$ cat src/rtl/status_pkg.sv
package status_pkg;
  localparam int DATA_W      = 8;
  localparam int ADDR_W      = 8;
  localparam int N_ARITH     = 4;
  localparam int C_POS       = 0;
  localparam int AC_POS      = 1;
  localparam int Z_POS       = 2;
  localparam int OV_POS      = 3;
  localparam int PDF_POS     = 4;
  localparam int TO_POS      = 5;
  localparam int USED_BITS   = 6;
  localparam logic [ADDR_W-1:0] STATUS_ADDR = 8'h0A;
endpackage

$ cat src/rtl/sr_rst_sync.sv
module sr_rst_sync #(
  parameter int STAGES = 2
) (
  input  logic clk,
  input  logic arst_n,
  output logic rst_n_o
);
  logic [STAGES-1:0] chain_q;
  logic [STAGES-1:0] chain_d;

  always_comb begin
    chain_d = {chain_q[STAGES-2:0], 1'b1};
  end

  always_ff @(posedge clk or negedge arst_n) begin
    if (!arst_n) chain_q <= '0;
    else         chain_q <= chain_d;
  end

  assign rst_n_o = chain_q[STAGES-1];
endmodule

$ cat src/rtl/sr_arith_flags.sv
module sr_arith_flags #(
  parameter int N = 4
) (
  input  logic         clk,
  input  logic         rst_n,
  input  logic [N-1:0] alu_val,
  input  logic [N-1:0] alu_en,
  input  logic         wr_hit,
  input  logic [N-1:0] wr_val,
  output logic [N-1:0] flags_o
);
  logic [N-1:0] flags_q;
  logic [N-1:0] flags_d;
  logic [N-1:0] load_en;

  for (genvar i = 0; i < N; i++) begin : g_flag
    always_comb begin
      load_en[i] = alu_en[i] | wr_hit;
      if (alu_en[i])   flags_d[i] = alu_val[i];
      else if (wr_hit) flags_d[i] = wr_val[i];
      else             flags_d[i] = flags_q[i];
    end

    always_ff @(posedge clk or negedge rst_n) begin
      if (!rst_n)          flags_q[i] <= 1'b0;
      else if (load_en[i]) flags_q[i] <= flags_d[i];
    end
  end

  assign flags_o = flags_q;
endmodule

$ cat src/rtl/sr_sys_flags.sv
module sr_sys_flags (
  input  logic clk,
  input  logic rst_n,
  input  logic wdt_clr,
  input  logic halt,
  input  logic wdt_tmo,
  output logic pdf_o,
  output logic to_o
);
  logic pdf_q, pdf_d, pdf_en;
  logic to_q, to_d, to_en;

  always_comb begin
    pdf_en = halt | wdt_clr;
    pdf_d  = halt;
    to_en  = wdt_tmo | wdt_clr | halt;
    to_d   = wdt_tmo;
  end

  always_ff @(posedge clk or negedge rst_n) begin
    if (!rst_n) begin
      pdf_q <= 1'b0;
      to_q  <= 1'b0;
    end else begin
      if (pdf_en) pdf_q <= pdf_d;
      if (to_en)  to_q  <= to_d;
    end
  end

  assign pdf_o = pdf_q;
  assign to_o  = to_q;
endmodule

$ cat src/rtl/status_flags_reg.sv
module status_flags_reg
  import status_pkg::*;
#(
  parameter int SYNC_STAGES = 2
) (
  input  logic              clk,
  input  logic              rst_n,
  input  logic [N_ARITH-1:0] alu_flags_i,
  input  logic [N_ARITH-1:0] alu_en_i,
  input  logic              wr_en_i,
  input  logic [ADDR_W-1:0] wr_addr_i,
  input  logic [DATA_W-1:0] wr_data_i,
  input  logic              wdt_clr_i,
  input  logic              halt_i,
  input  logic              wdt_tmo_i,
  output logic [DATA_W-1:0] rd_data_o
);
  logic               rst_q_n;
  logic               wr_hit;
  logic [N_ARITH-1:0] arith;
  logic               pdf;
  logic               to_flag;

  sr_rst_sync #(.STAGES(SYNC_STAGES)) u_rst (
    .clk     (clk),
    .arst_n  (rst_n),
    .rst_n_o (rst_q_n)
  );

  assign wr_hit = wr_en_i && (wr_addr_i == STATUS_ADDR);

  sr_arith_flags #(.N(N_ARITH)) u_arith (
    .clk     (clk),
    .rst_n   (rst_q_n),
    .alu_val (alu_flags_i),
    .alu_en  (alu_en_i),
    .wr_hit  (wr_hit),
    .wr_val  (wr_data_i[N_ARITH-1:0]),
    .flags_o (arith)
  );

  sr_sys_flags u_sys (
    .clk     (clk),
    .rst_n   (rst_q_n),
    .wdt_clr (wdt_clr_i),
    .halt    (halt_i),
    .wdt_tmo (wdt_tmo_i),
    .pdf_o   (pdf),
    .to_o    (to_flag)
  );

  always_comb begin
    rd_data_o                  = '0;
    rd_data_o[OV_POS:C_POS]    = arith;
    rd_data_o[PDF_POS]         = pdf;
    rd_data_o[TO_POS]          = to_flag;
  end
endmodule

$ cat config.mk
export PLATFORM = sky130hd
export DESIGN_NAME = status_flags_reg
export DESIGN_NICKNAME = d
export VERILOG_FILES = /design/src/rtl/status_pkg.sv /design/src/rtl/sr_rst_sync.sv /design/src/rtl/sr_arith_flags.sv /design/src/rtl/sr_sys_flags.sv /design/src/rtl/status_flags_reg.sv
export SDC_FILE = /design/constraint.sdc
export NUM_CORES = 1
export LEC_CHECK = 0
export BUFFER_PORTS_ARGS = -buffer_cell sky130_fd_sc_hd__buf_2
export CAP_MARGIN = 20
export CORE_AREA = 2 2 39 41
export DETAILED_ROUTE_END_ITERATION = 12
export DIE_AREA = 0 0 41 43
export MAX_ROUTING_LAYER = met4
export PLACE_DENSITY = 0.77
export SLEW_MARGIN = 20
export SYNTH_ARGS = -nofsm -noshare
export SYNTH_HDL_FRONTEND = slang
export SYNTH_SLANG_ARGS = --single-unit
$ cat constraint.sdc
create_clock -name clk -period 0.8 [get_ports clk]
set_input_delay 0.04 -clock clk [delete_from_list [all_inputs] [get_ports clk]]
set_output_delay 0.04 -clock clk [all_outputs]
set_load 0.005 [all_outputs]
==> results of run 1 <==
routing by layer:
layer  up-vias  GRT usage, %  wire, um
li1        231             -         -
met1       241          14.8       496
met2        18          21.9       627
met3         2          7.85        74
met4         0          2.00         4
met5         -             -         0
registers in the layout (all words and copies together) (netlist names):
signal and count:
u_arith.flags_o 4, u_sys.to_o 1, u_sys.pdf_o 1, u_rst.chain_q 2
worst max-delay path by stage:
stage	start	endpoint	slack [ps]
after detailed placement	wr_addr_i[0]	u_arith.flags_o[0]	-380
after global routing	wr_addr_i[0]	u_arith.flags_o[3]	-120
final	wr_addr_i[0]	u_arith.flags_o[1]	-100
after CTS	wr_addr_i[0]	u_arith.flags_o[2]	-80
after global placement	wr_addr_i[0]	u_arith.flags_o[0]	-400
after floorplan	wr_addr_i[0]	u_arith.flags_o[0]	-180
synth_stat cells (all sizes together):
master,n
nor4b,1
or4b,1
a41oi,4
inv,1
dfrtp,8
nand2b,1
nor2b,5
nor2,2
conb,2
and2,4
or3b,1
buf,4
o31ai,4
a21oi,4
a21o,2
final cells by class:
type,instances,share of cell area [%]
sequential,8,27.5
tap,16,2.75
inverter,1,0.515
multi-input combinational,32,35.7
clock buffer,3,3.09
timing repair buffer,38,30.4
logic make-up (layout without fill, tap and decap cells):
group / count (synthesis) / after routing / synth area share [%]
AOI/OAI and AO/OA: 14 / 14 / 22.6
buffers and inverters: 5 / 42 / 7.63
DFF: 8 / 8 / 45.2
other: 2 / 3 / 1.70
and+or+nand+nor: 15 / 15 / 22.9
critical path: stages:
cell	delay [ps]
buf_6	90
or4b_4	590
o31ai_2	220
a21oi_1	90
power by group:
| part | switching (mW) | total, mW | leakage [nW] | internal, mW |
|---|---|---|---|---|
| registers | 0.0216 | 0.457 | 0.0899 | 0.436 |
| logic | 0.103 | 0.245 | 0.240 | 0.141 |
| clock network | 0.129 | 0.300 | 0.0138 | 0.171 |
timing repair:
item | 4_1_cts | 5_1_grt
hold buffers | 3 | 0
setup buffers | 1 | 1
setup endpoints to repair | 6 | 10
gates resized for setup | 4 | 6
hold endpoints to repair | 4 | 0
pin swaps | 0 | 0
==> key figures, run 1 <==
Layout
  – Most common cell after layout, fill and taps aside: buf_2
  – Synth-to-layout area growth: 64.4%
  – Non-Filler Instances: just under 100
  – N_diodes: 0
  – Final instance area: around 730 sq um
  – Multi-input logic area: approximately 260 sq um
  – # nets final: approximately 110
  – Storage cell area: 200 sq um
  – Fill cells: 129
  – Most frequent cells in the layout: buf_2 (30), dfrtp_1 (8), nor2b_1 (5)
  – Share of cells above drive strength 1: 56.1%
  – Final core occ: between 50% and 60%

CTS
  – CTS root buf: clkbuf_4
  – Clk sinks: 8
  – TritonCTS Buffers: 3
  – H-tree Lvls: 1
  – Clock latency on the worst-skew pair: approximately 250 ps
  – Clock slew at reported path FFs: ~60 ps
  – CTS tree: done
  – Clk buf depth: 2

Synth
  – Synth warn: 0
  – Yosys reg bits: 8
  – Netlist cell types: 15
  – Register area share after synthesis: a little under half
  – Syn avg cell area: ~10 sq um
  – Gate Count Post-Synth: 44
  – Synth Cell Area: roughly 440 sq um
  – Synth area leaders: dfrtp_1 (45%), a41oi_1 (7.9%), nor2b_1 (7.1%)
  – Synth top area share: a little under half
  – Synth area leader: dfrtp_1

Global route
  – Tot GR Track Use: between 10% and 20%
  – Vias in the first global route: 388
  – First-pass GRT wire length: 1570 um
  – Antenna violations before repair: 0
  – Largest net degree at the start of global routing: 7
  – Remaining global-route overflow: 0

Power
  – Post-layout power: 1.00 mW
  – Leak: approximately 0.34 nW
  – Peak supply drop: 809 uV
  – Pwr Density: 1380 nW/um^2

Worst setup path
  – Kind of critical path: input port to register
  – FF-to-FF setup slack: ~20 ps
  – Crit path capture type: register
  – Reg-to-reg endpoint: u_arith.flags_o[0]
  – RR Startpoint: u_arith.flags_o[0]
  – Startpoint types: input port
  – CP required: 930 ps
  – Data arrival, critical path: between 1000 and 1500 ps
  – Reg2Reg Depth: 3
  – CP max FO: 4

STA
  – Final Cycle Share: 113%
  – Total negative slack: -403 ps
  – Max-slew violation count: 0
  – Minimum clock period: 905 ps
  – Max frequency: roughly 1100 MHz
  – Post-route clock skew: 7.32 ps
  – Setup-failing EPs final: 7
  – Post-route worst hold slack: between 30 and 40 ps
  – Hold Violations, Final: 0
  – RSZ-0062 raised after global routing: yes
  – Final worst setup slack: -105 ps

Die
  – Chip height: 43 um
  – Die X: slightly above 40 um
  – Initial Util: approximately a third
  – Die area: between 1500 and 2000 sq um
  – Placement Rows: 14
  – Total core area: ~1400 sq um
  – # IOs: 38

Run status
  – Violated checks: setup timing
  – Status: complete, but fails checks

Route
  – Drt wl/cell: around 12 um
  – 1st-pass router iterations: 4
  – WL final: 1200 um
  – DRC violations left: 0
  – Total number of vias: about 490
  – Initial DRC Count: 6
  – Final ANT Viol Nets: 0
  – Via/cell ratio: about 5

Min path
  – Min-Delay Startpoint: alu_flags_i[2]
  – Worst hold path type: input port to register
  – Hold Path End: u_arith.flags_o[2]
  – Hold Path Depth: 3

Place
  – Pre-CTS setup slack: -382 ps
  – IO buf count: 31
  – Post-Place Cell Area: just over 600 sq um
  – Placed insts: 90
  – DPL Wire Length: ~920 um
  – Routability Congestion: approximately 0.74

Job
  – MaxCap Viol Count: 0
Power figures use the tool's default switching activity.
==> run 2: changes to the inputs <==
- ABC_AREA: default -> 1
- CORE_AREA: 2 2 39 41 -> 2 2 40 42
- CTS_CLUSTER_SIZE: default -> 20
- DIE_AREA: 0 0 41 43 -> 0 0 42 44
- PLACE_DENSITY: 0.77 -> 0.75
==> key figures, run 2 <==
Global route
  – First-pass GRT wire length: 1670 um (was 1570 um)
  – Remaining global-route overflow: 0 (unchanged)
  – Tot GR Track Use: 12.5% (was 13.8%)
  – Vias in the first global route: 422 (was 388)
  – Largest net degree at the start of global routing: 7 (unchanged)
  – Antenna violations before repair: 0 (unchanged)

Die
  – # IOs: 38 (unchanged)
  – Chip height: 44 um (was 43 um)
  – Initial Util: 33.2% (was 32.0%)
  – Die area: 1850 sq um (was 1760 sq um)
  – Placement Rows: 14 (unchanged)
  – Total core area: 1420 sq um (was 1380 sq um)
  – Die X: 42 um (was 41 um)

Worst setup path
  – CP max FO: 2 (was 4)
  – CP max-delay cell: dfrtp_1 (was or4b_4)
  – WP buf/inv: 1 (unchanged)
  – Crit path cell chain: buf_2 (was buf_6, or4b_4, o31ai_2, a21oi_1)
  – Top delay family on crit path: flip-flops (was simple AND/OR/NAND/NOR gates)
  – Kind of critical path: register to output pin (was input port to register)
  – Max incr delay on CP: 370 ps (was 590 ps)
  – Data arrival, critical path: 750 ps (was 1040 ps)
  – Crit path capture type: output pin (was register)
  – CP required: 760 ps (was 930 ps)
  – Startpoint types: register (was input port)

Synth
  – Yosys reg bits: 8 (unchanged)
  – Synth area leader: dfrtp_1 (unchanged)
  – Syn avg cell area: 7.13 sq um (was 10.1 sq um)
  – Synth cell count leaders: inv_1 (13), nand2_1 (12), nor2_1 (12) (was dfrtp_1 (8), nor2b_1 (5))
  – Register area share after synthesis: 42.6% (was 45.2%)
  – Most used DFF post-synth: dfrtp_1 (unchanged)
  – Gate Count Post-Synth: 66 (was 44)
  – Count leader, synth: inv_1 (was dfrtp_1)
  – Async set or reset register ratio after synthesis: 100% (unchanged)
  – Synth Cell Area: 470 sq um (was 443 sq um)
  – Synth area leaders: dfrtp_1 (43%), inv_1 (10%), nand3_1 (9.6%) (was dfrtp_1 (45%), a41oi_1 (7.9%), nor2b_1 (7.1%))
  – Netlist cell types: 12 (was 15)
  – Synth warn: 0 (unchanged)
  – Synth top area share: 42.6% (was 45.2%)
  – Post-synth EDFFs: 0 (unchanged)

Place
  – Placed insts: 110 (was 90)
  – Routability Congestion: 0.697 (was 0.739)
  – IO buf count: 31 (unchanged)
  – Post-Place Cell Area: 619 sq um (was 607 sq um)
  – DPL Wire Length: 772 um (was 917 um)

Route
  – Initial DRC Count: 7 (was 6)
  – Final ANT Viol Nets: 0 (unchanged)
  – Total number of vias: 476 (was 492)
  – 1st-pass router iterations: 4 (unchanged)
  – Routed met2 length: 488 um (was 627 um)
  – WL final: 914 um (was 1200 um)
  – Metal-1 WL: 373 um (was 496 um)
  – Max Used Layer: met3 (was met4)
  – Wire length on met3: 52 um (was 74 um)
  – Drt wl/cell: 7.88 um (was 12.3 um)
  – DRC violations left: 0 (unchanged)
  – Via/cell ratio: 4.10 (was 5.02)

Layout
  – Most common cell after layout, fill and taps aside: buf_2 (unchanged)
  – N_diodes: 0 (unchanged)
  – Most frequent cells in the layout: buf_2 (31), inv_1 (13), nand2_1 (12) (was buf_2 (30), dfrtp_1 (8), nor2b_1 (5))
  – Synth-to-layout area growth: 43.4% (was 64.4%)
  – Final instance area: 674 sq um (was 728 sq um)
  – Share of cells above drive strength 1: 39.0% (was 56.1%)
  – Non-Filler Instances: 116 (was 98)
  – Max reg flops: 4 (unchanged)
  – # nets final: 132 (was 114)
  – Fill cells: 140 (was 129)

STA
  – RSZ-0062 raised after global routing: yes (unchanged)
  – Minimum clock period: 791 ps (was 905 ps)
  – Max-slew violation count: 0 (unchanged)
  – Final Cycle Share: 98.8% (was 113%)
  – Post-route clock skew: 4.96 ps (was 7.32 ps)
  – Max frequency: 1260 MHz (was 1110 MHz)
  – Hold Violations, Final: 0 (unchanged)
  – Setup-failing EPs final: 0 (was 7)
  – Total negative slack: 0 ps (was -403 ps)

CTS
  – Clock slew at reported path FFs: 50 ps (was 60 ps)
  – Clock latency on the worst-skew pair: 240 ps (was 250 ps)
  – H-tree Lvls: 1 (unchanged)
  – CTS root buf: clkbuf_4 (unchanged)
  – Clk buf depth: 2 (unchanged)
  – TritonCTS Buffers: 3 (unchanged)
  – CTS tree: done (unchanged)
  – Clk sinks: 8 (unchanged)

Min path
  – Worst hold path type: input port to register (unchanged)

Power
  – Peak supply drop: 647 uV (was 809 uV)
  – Pwr Density: 1380 nW/um^2 (about the same)
  – Leak: 0.406 nW (was 0.344 nW)

Run status
  – Status: finished, final reports clean (was complete, but fails checks)

Job
  – MaxCap Viol Count: 0 (unchanged)
## run 2: cell count changes after synthesis, sizes merged, moves of 4 or more
cell / previous run / this run
nand2: 0 / 13
inv: 1 / 13
nor2: 2 / 14
nand3: 0 / 10
nor2b: 5 / 0
a21oi: 4 / 0
a41oi: 4 / 0
and2: 4 / 0
o31ai: 4 / 0
## run 2: area by class of cell
class | instances | area [sq um] | area share [%]
flip-flops and latches | 8 | 200 | 29.7
multi-input cells | 42 | 198 | 29.3
repair buffers | 34 | 185 | 27.5
inverters | 13 | 48.8 | 7.24
clock buffers | 3 | 22.5 | 3.34
well taps | 16 | 20.0 | 2.97
## run 2: worst paths after layout
check	startpoint	endpoint	slack, ps	depth (start not counted)
setup / recovery	u_arith.flags_o[3]	rd_data_o[3]	9	1
hold / removal	alu_flags_i[1]	u_arith.flags_o[1]	20	3
setup reg to reg	u_arith.flags_o[3]	u_arith.flags_o[3]	110	4
hold reg to reg	u_rst.chain_q[1]	u_sys.pdf_o	80	0
max in group asynchronous	u_rst.chain_q[1]	u_sys.to_o	520	0
min in group asynchronous	u_rst.chain_q[1]	u_sys.pdf_o	80	0
## run 2: repair_timing
action,4_1_cts,5_1_grt
setup buffers,0,0
hold buffers,3,0
endpoints found under the setup margin,0,7
resized for setup,0,1
endpoints found under the hold margin,4,0
## run 2: cells by family after synthesis
family	synth area share [%]
DFF	42.6
buffers and inverters	16.8
other	1.60
AOI/OAI and AO/OA	3.19
and+or+nand+nor	35.9
## run 2: through the flow
stage | total power, mW | util (%) | setup WS (ps) | hold slack, ps
6_report | 0.928 | 47.5 | 9.46 | 15.8
5_1_grt | 0.993 | 47.5 | -18.0 | 24.4
4_1_cts | 0.943 | 47.4 | 2.62 | 9.62
3_5_place_dp | 0.635 | 43.7 | -15.5 | -169
3_3_place_gp | 0.630 | 43.7 | 14.4 | -176
2_1_floorplan | 0.547 | - | 131 | -256
## run 2: worst min-delay path, cell delays in order
cell and delay (ps):
buf_2 70, nand2_1 40, nand3_1 70
## run 2: routing by layer
| metal | global-route usage (%) | vias up |
|---|---|---|
| met2 | 20.3 | 12 |
| met4 | 7.74 | 0 |
| li1 | - | 260 |
| met1 | 13.2 | 204 |
| met5 | - | - |
| met3 | 4.17 | 0 |
## run 2: power by group
part           leakage, nW  total [mW]  switching [mW]  internal, mW
logic                0.298       0.186          0.0851         0.101
registers           0.0944       0.452          0.0169         0.436
clock network       0.0138       0.289           0.119         0.170
total                0.406       0.928           0.221         0.707
==> run 3: changes to the inputs <==
- CORE_AREA: 2 2 40 42 -> 2 2 39 41
- DIE_AREA: 0 0 42 44 -> 0 0 41 43
- PLACE_DENSITY: 0.75 -> 0.79
- clock period: 0.8 -> 1 ns (I/O delays scaled with it)
==> key figures, run 3 (synthesized netlist as in run 2, its figures left out) <==
Run status
  – Status: finished, final reports clean (unchanged)

Global route
  – First-pass GRT wire length: 1550 um (was 1670 um)
  – Antenna violations before repair: 0 (unchanged)
  – Remaining global-route overflow: 0 (unchanged)
  – Vias in the first global route: 419 (was 422)
  – Tot GR Track Use: 13.5% (was 12.5%)
  – Largest net degree at the start of global routing: 7 (unchanged)

Worst setup path
  – CP max-delay cell: dfrtp_1 (unchanged)
  – CP max FO: 2 (unchanged)
  – Startpoint types: register (unchanged)
  – Crit path cell chain: buf_2 (unchanged)
  – Kind of critical path: register to output pin (unchanged)
  – Max incr delay on CP: 370 ps (about the same)
  – Crit path capture type: output pin (unchanged)
  – CP required: 950 ps (was 760 ps)
  – Top delay family on crit path: flip-flops (unchanged)
  – Data arrival, critical path: 750 ps (about the same)
  – WP buf/inv: 1 (unchanged)

Layout
  – Most common cell after layout, fill and taps aside: buf_2 (unchanged)
  – Share of cells above drive strength 1: 38.0% (was 39.0%)
  – Max reg flops: 4 (unchanged)
  – N_diodes: 0 (unchanged)
  – Most frequent cells in the layout: buf_2 (31), inv_1 (13), nand2_1 (12), nor2_1 (12), nand3_1 (9) (was buf_2 (31), inv_1 (13), nand2_1 (12))
  – Final instance area: 672 sq um (was 674 sq um)
  – Final core occ: 48.6% (was 47.5%)
  – # nets final: 132 (unchanged)
  – Synth-to-layout area growth: 42.8% (was 43.4%)

Route
  – WL final: 1010 um (was 914 um)
  – DRC violations left: 0 (unchanged)
  – Total number of vias: 472 (was 476)
  – Initial DRC Count: 2 (was 7)
  – Drt wl/cell: 8.68 um (was 7.88 um)
  – Final ANT Viol Nets: 0 (unchanged)
  – Via/cell ratio: 4.07 (was 4.10)
  – 1st-pass router iterations: 4 (unchanged)

Die
  – Die area: 1760 sq um (was 1850 sq um)
  – Initial Util: 34.0% (was 33.2%)
  – Die X: 41 um (was 42 um)
  – Placement Rows: 14 (unchanged)
  – Total core area: 1380 sq um (was 1420 sq um)
  – # IOs: 38 (unchanged)
  – Chip height: 43 um (was 44 um)

Place
  – Routability Congestion: 0.694 (was 0.697)
  – Post-Place Cell Area: 619 sq um (unchanged)
  – DPL Wire Length: 810 um (was 772 um)
  – IO buf count: 31 (unchanged)

CTS
  – CTS tree: done (unchanged)
  – Clk buf depth: 2 (unchanged)
  – TritonCTS Buffers: 3 (unchanged)
  – Clk sinks: 8 (unchanged)
  – PostCTS Resize Cnt: 0 (unchanged)
  – CTS root buf: clkbuf_4 (unchanged)
  – Clock latency on the worst-skew pair: 250 ps (was 240 ps)
  – H-tree Lvls: 1 (unchanged)
  – Clock slew at reported path FFs: 50 ps (about the same)

STA
  – Hold Violations, Final: 0 (unchanged)
  – Max-slew violation count: 0 (unchanged)
  – RSZ-0062 raised after global routing: no (was yes)
  – Final Cycle Share: between 80% and 90%
  – Post-route clock skew: 3.95 ps (was 4.96 ps)
  – Minimum clock period: ~800 ps
  – Setup-failing EPs final: 0 (unchanged)
  – Total negative slack: 0 ps (unchanged)
  – Max frequency: ~1200 MHz

Job
  – MaxCap Viol Count: 0 (unchanged)

Power
  – Peak supply drop: 449 uV (was 647 uV)
  – Pwr Density: 1110 nW/um^2 (was 1380 nW/um^2)
  – Leak: 0.406 nW (about the same)
  – Post-layout power: 0.748 mW (was 0.928 mW)

Min path
  – Worst hold path type: input port to register (unchanged)
## run 3: cell counts in the layout (fill, tap and decap cells not counted)
Identical to the previous run, type by type.
## run 3: path summary, 6_finish.rpt
path / start / endpoint / slack, ps / cells past startpoint
worst max register to register: u_arith.flags_o[3] / u_arith.flags_o[3] / 300 / 4
max in group asynchronous: u_rst.chain_q[1] / u_arith.flags_o[1] / 700 / 0
min in group asynchronous: u_rst.chain_q[1] / u_arith.flags_o[2] / 90 / 0
worst min-delay path: alu_flags_i[2] / u_arith.flags_o[2] / 20 / 3
worst min register to register: u_rst.chain_q[1] / u_arith.flags_o[2] / 90 / 0
worst max-delay path: u_arith.flags_o[2] / rd_data_o[2] / 200 / 1
## run 3: layout make-up
type	instances	area [sq um]
Clock buffer	3	22.5
Fill cell	150	712
Inverter	13	48.8
Multi-Input combinational cell	42	195
Sequential cell	8	200
Tap cell	16	20.0
Timing Repair Buffer	34	185
## run 3: power by group
| part | switching [mW] | internal (mW) | leakage (nW) |
|---|---|---|---|
| sequential | 0.0148 | 0.348 | 0.0944 |
| combinational | 0.0677 | 0.0806 | 0.298 |
| clock | 0.100 | 0.137 | 0.0138 |
## run 3: what timing repair did
item / CTS / global route
hold endpoints to repair: 4 / 0
buffers inserted: 0 / 0
hold buffers: 3 / 0
## run 3: per-stage QoR
| step | worst slack, ps | std cells | hold slack (ps) |
|---|---|---|---|
| 3_5_place_dp | 183 | 110 | -158 |
| 4_1_cts | 195 | 116 | 14.5 |
| 2_1_floorplan | 331 | 67 | -246 |
| 3_3_place_gp | 191 | 110 | -166 |
| 6_report | 200 | 116 | 21.7 |
| 5_1_grt | 162 | 116 | 32.9 |
## run 3: layer usage
metal	part of all wire, %	GRT usage (%)
met1	39	14.5
met2	55	22.2
met3	5.9	1.57
met4	0	8.00
met5	0	-
## run 3: worst register-to-register path: cells and delay by family (launching register included)
kind                   cells  cell delay [ps]
flip-flops                 1              370
buffers and inverters      1               50
AND/OR/NAND/NOR            3              150
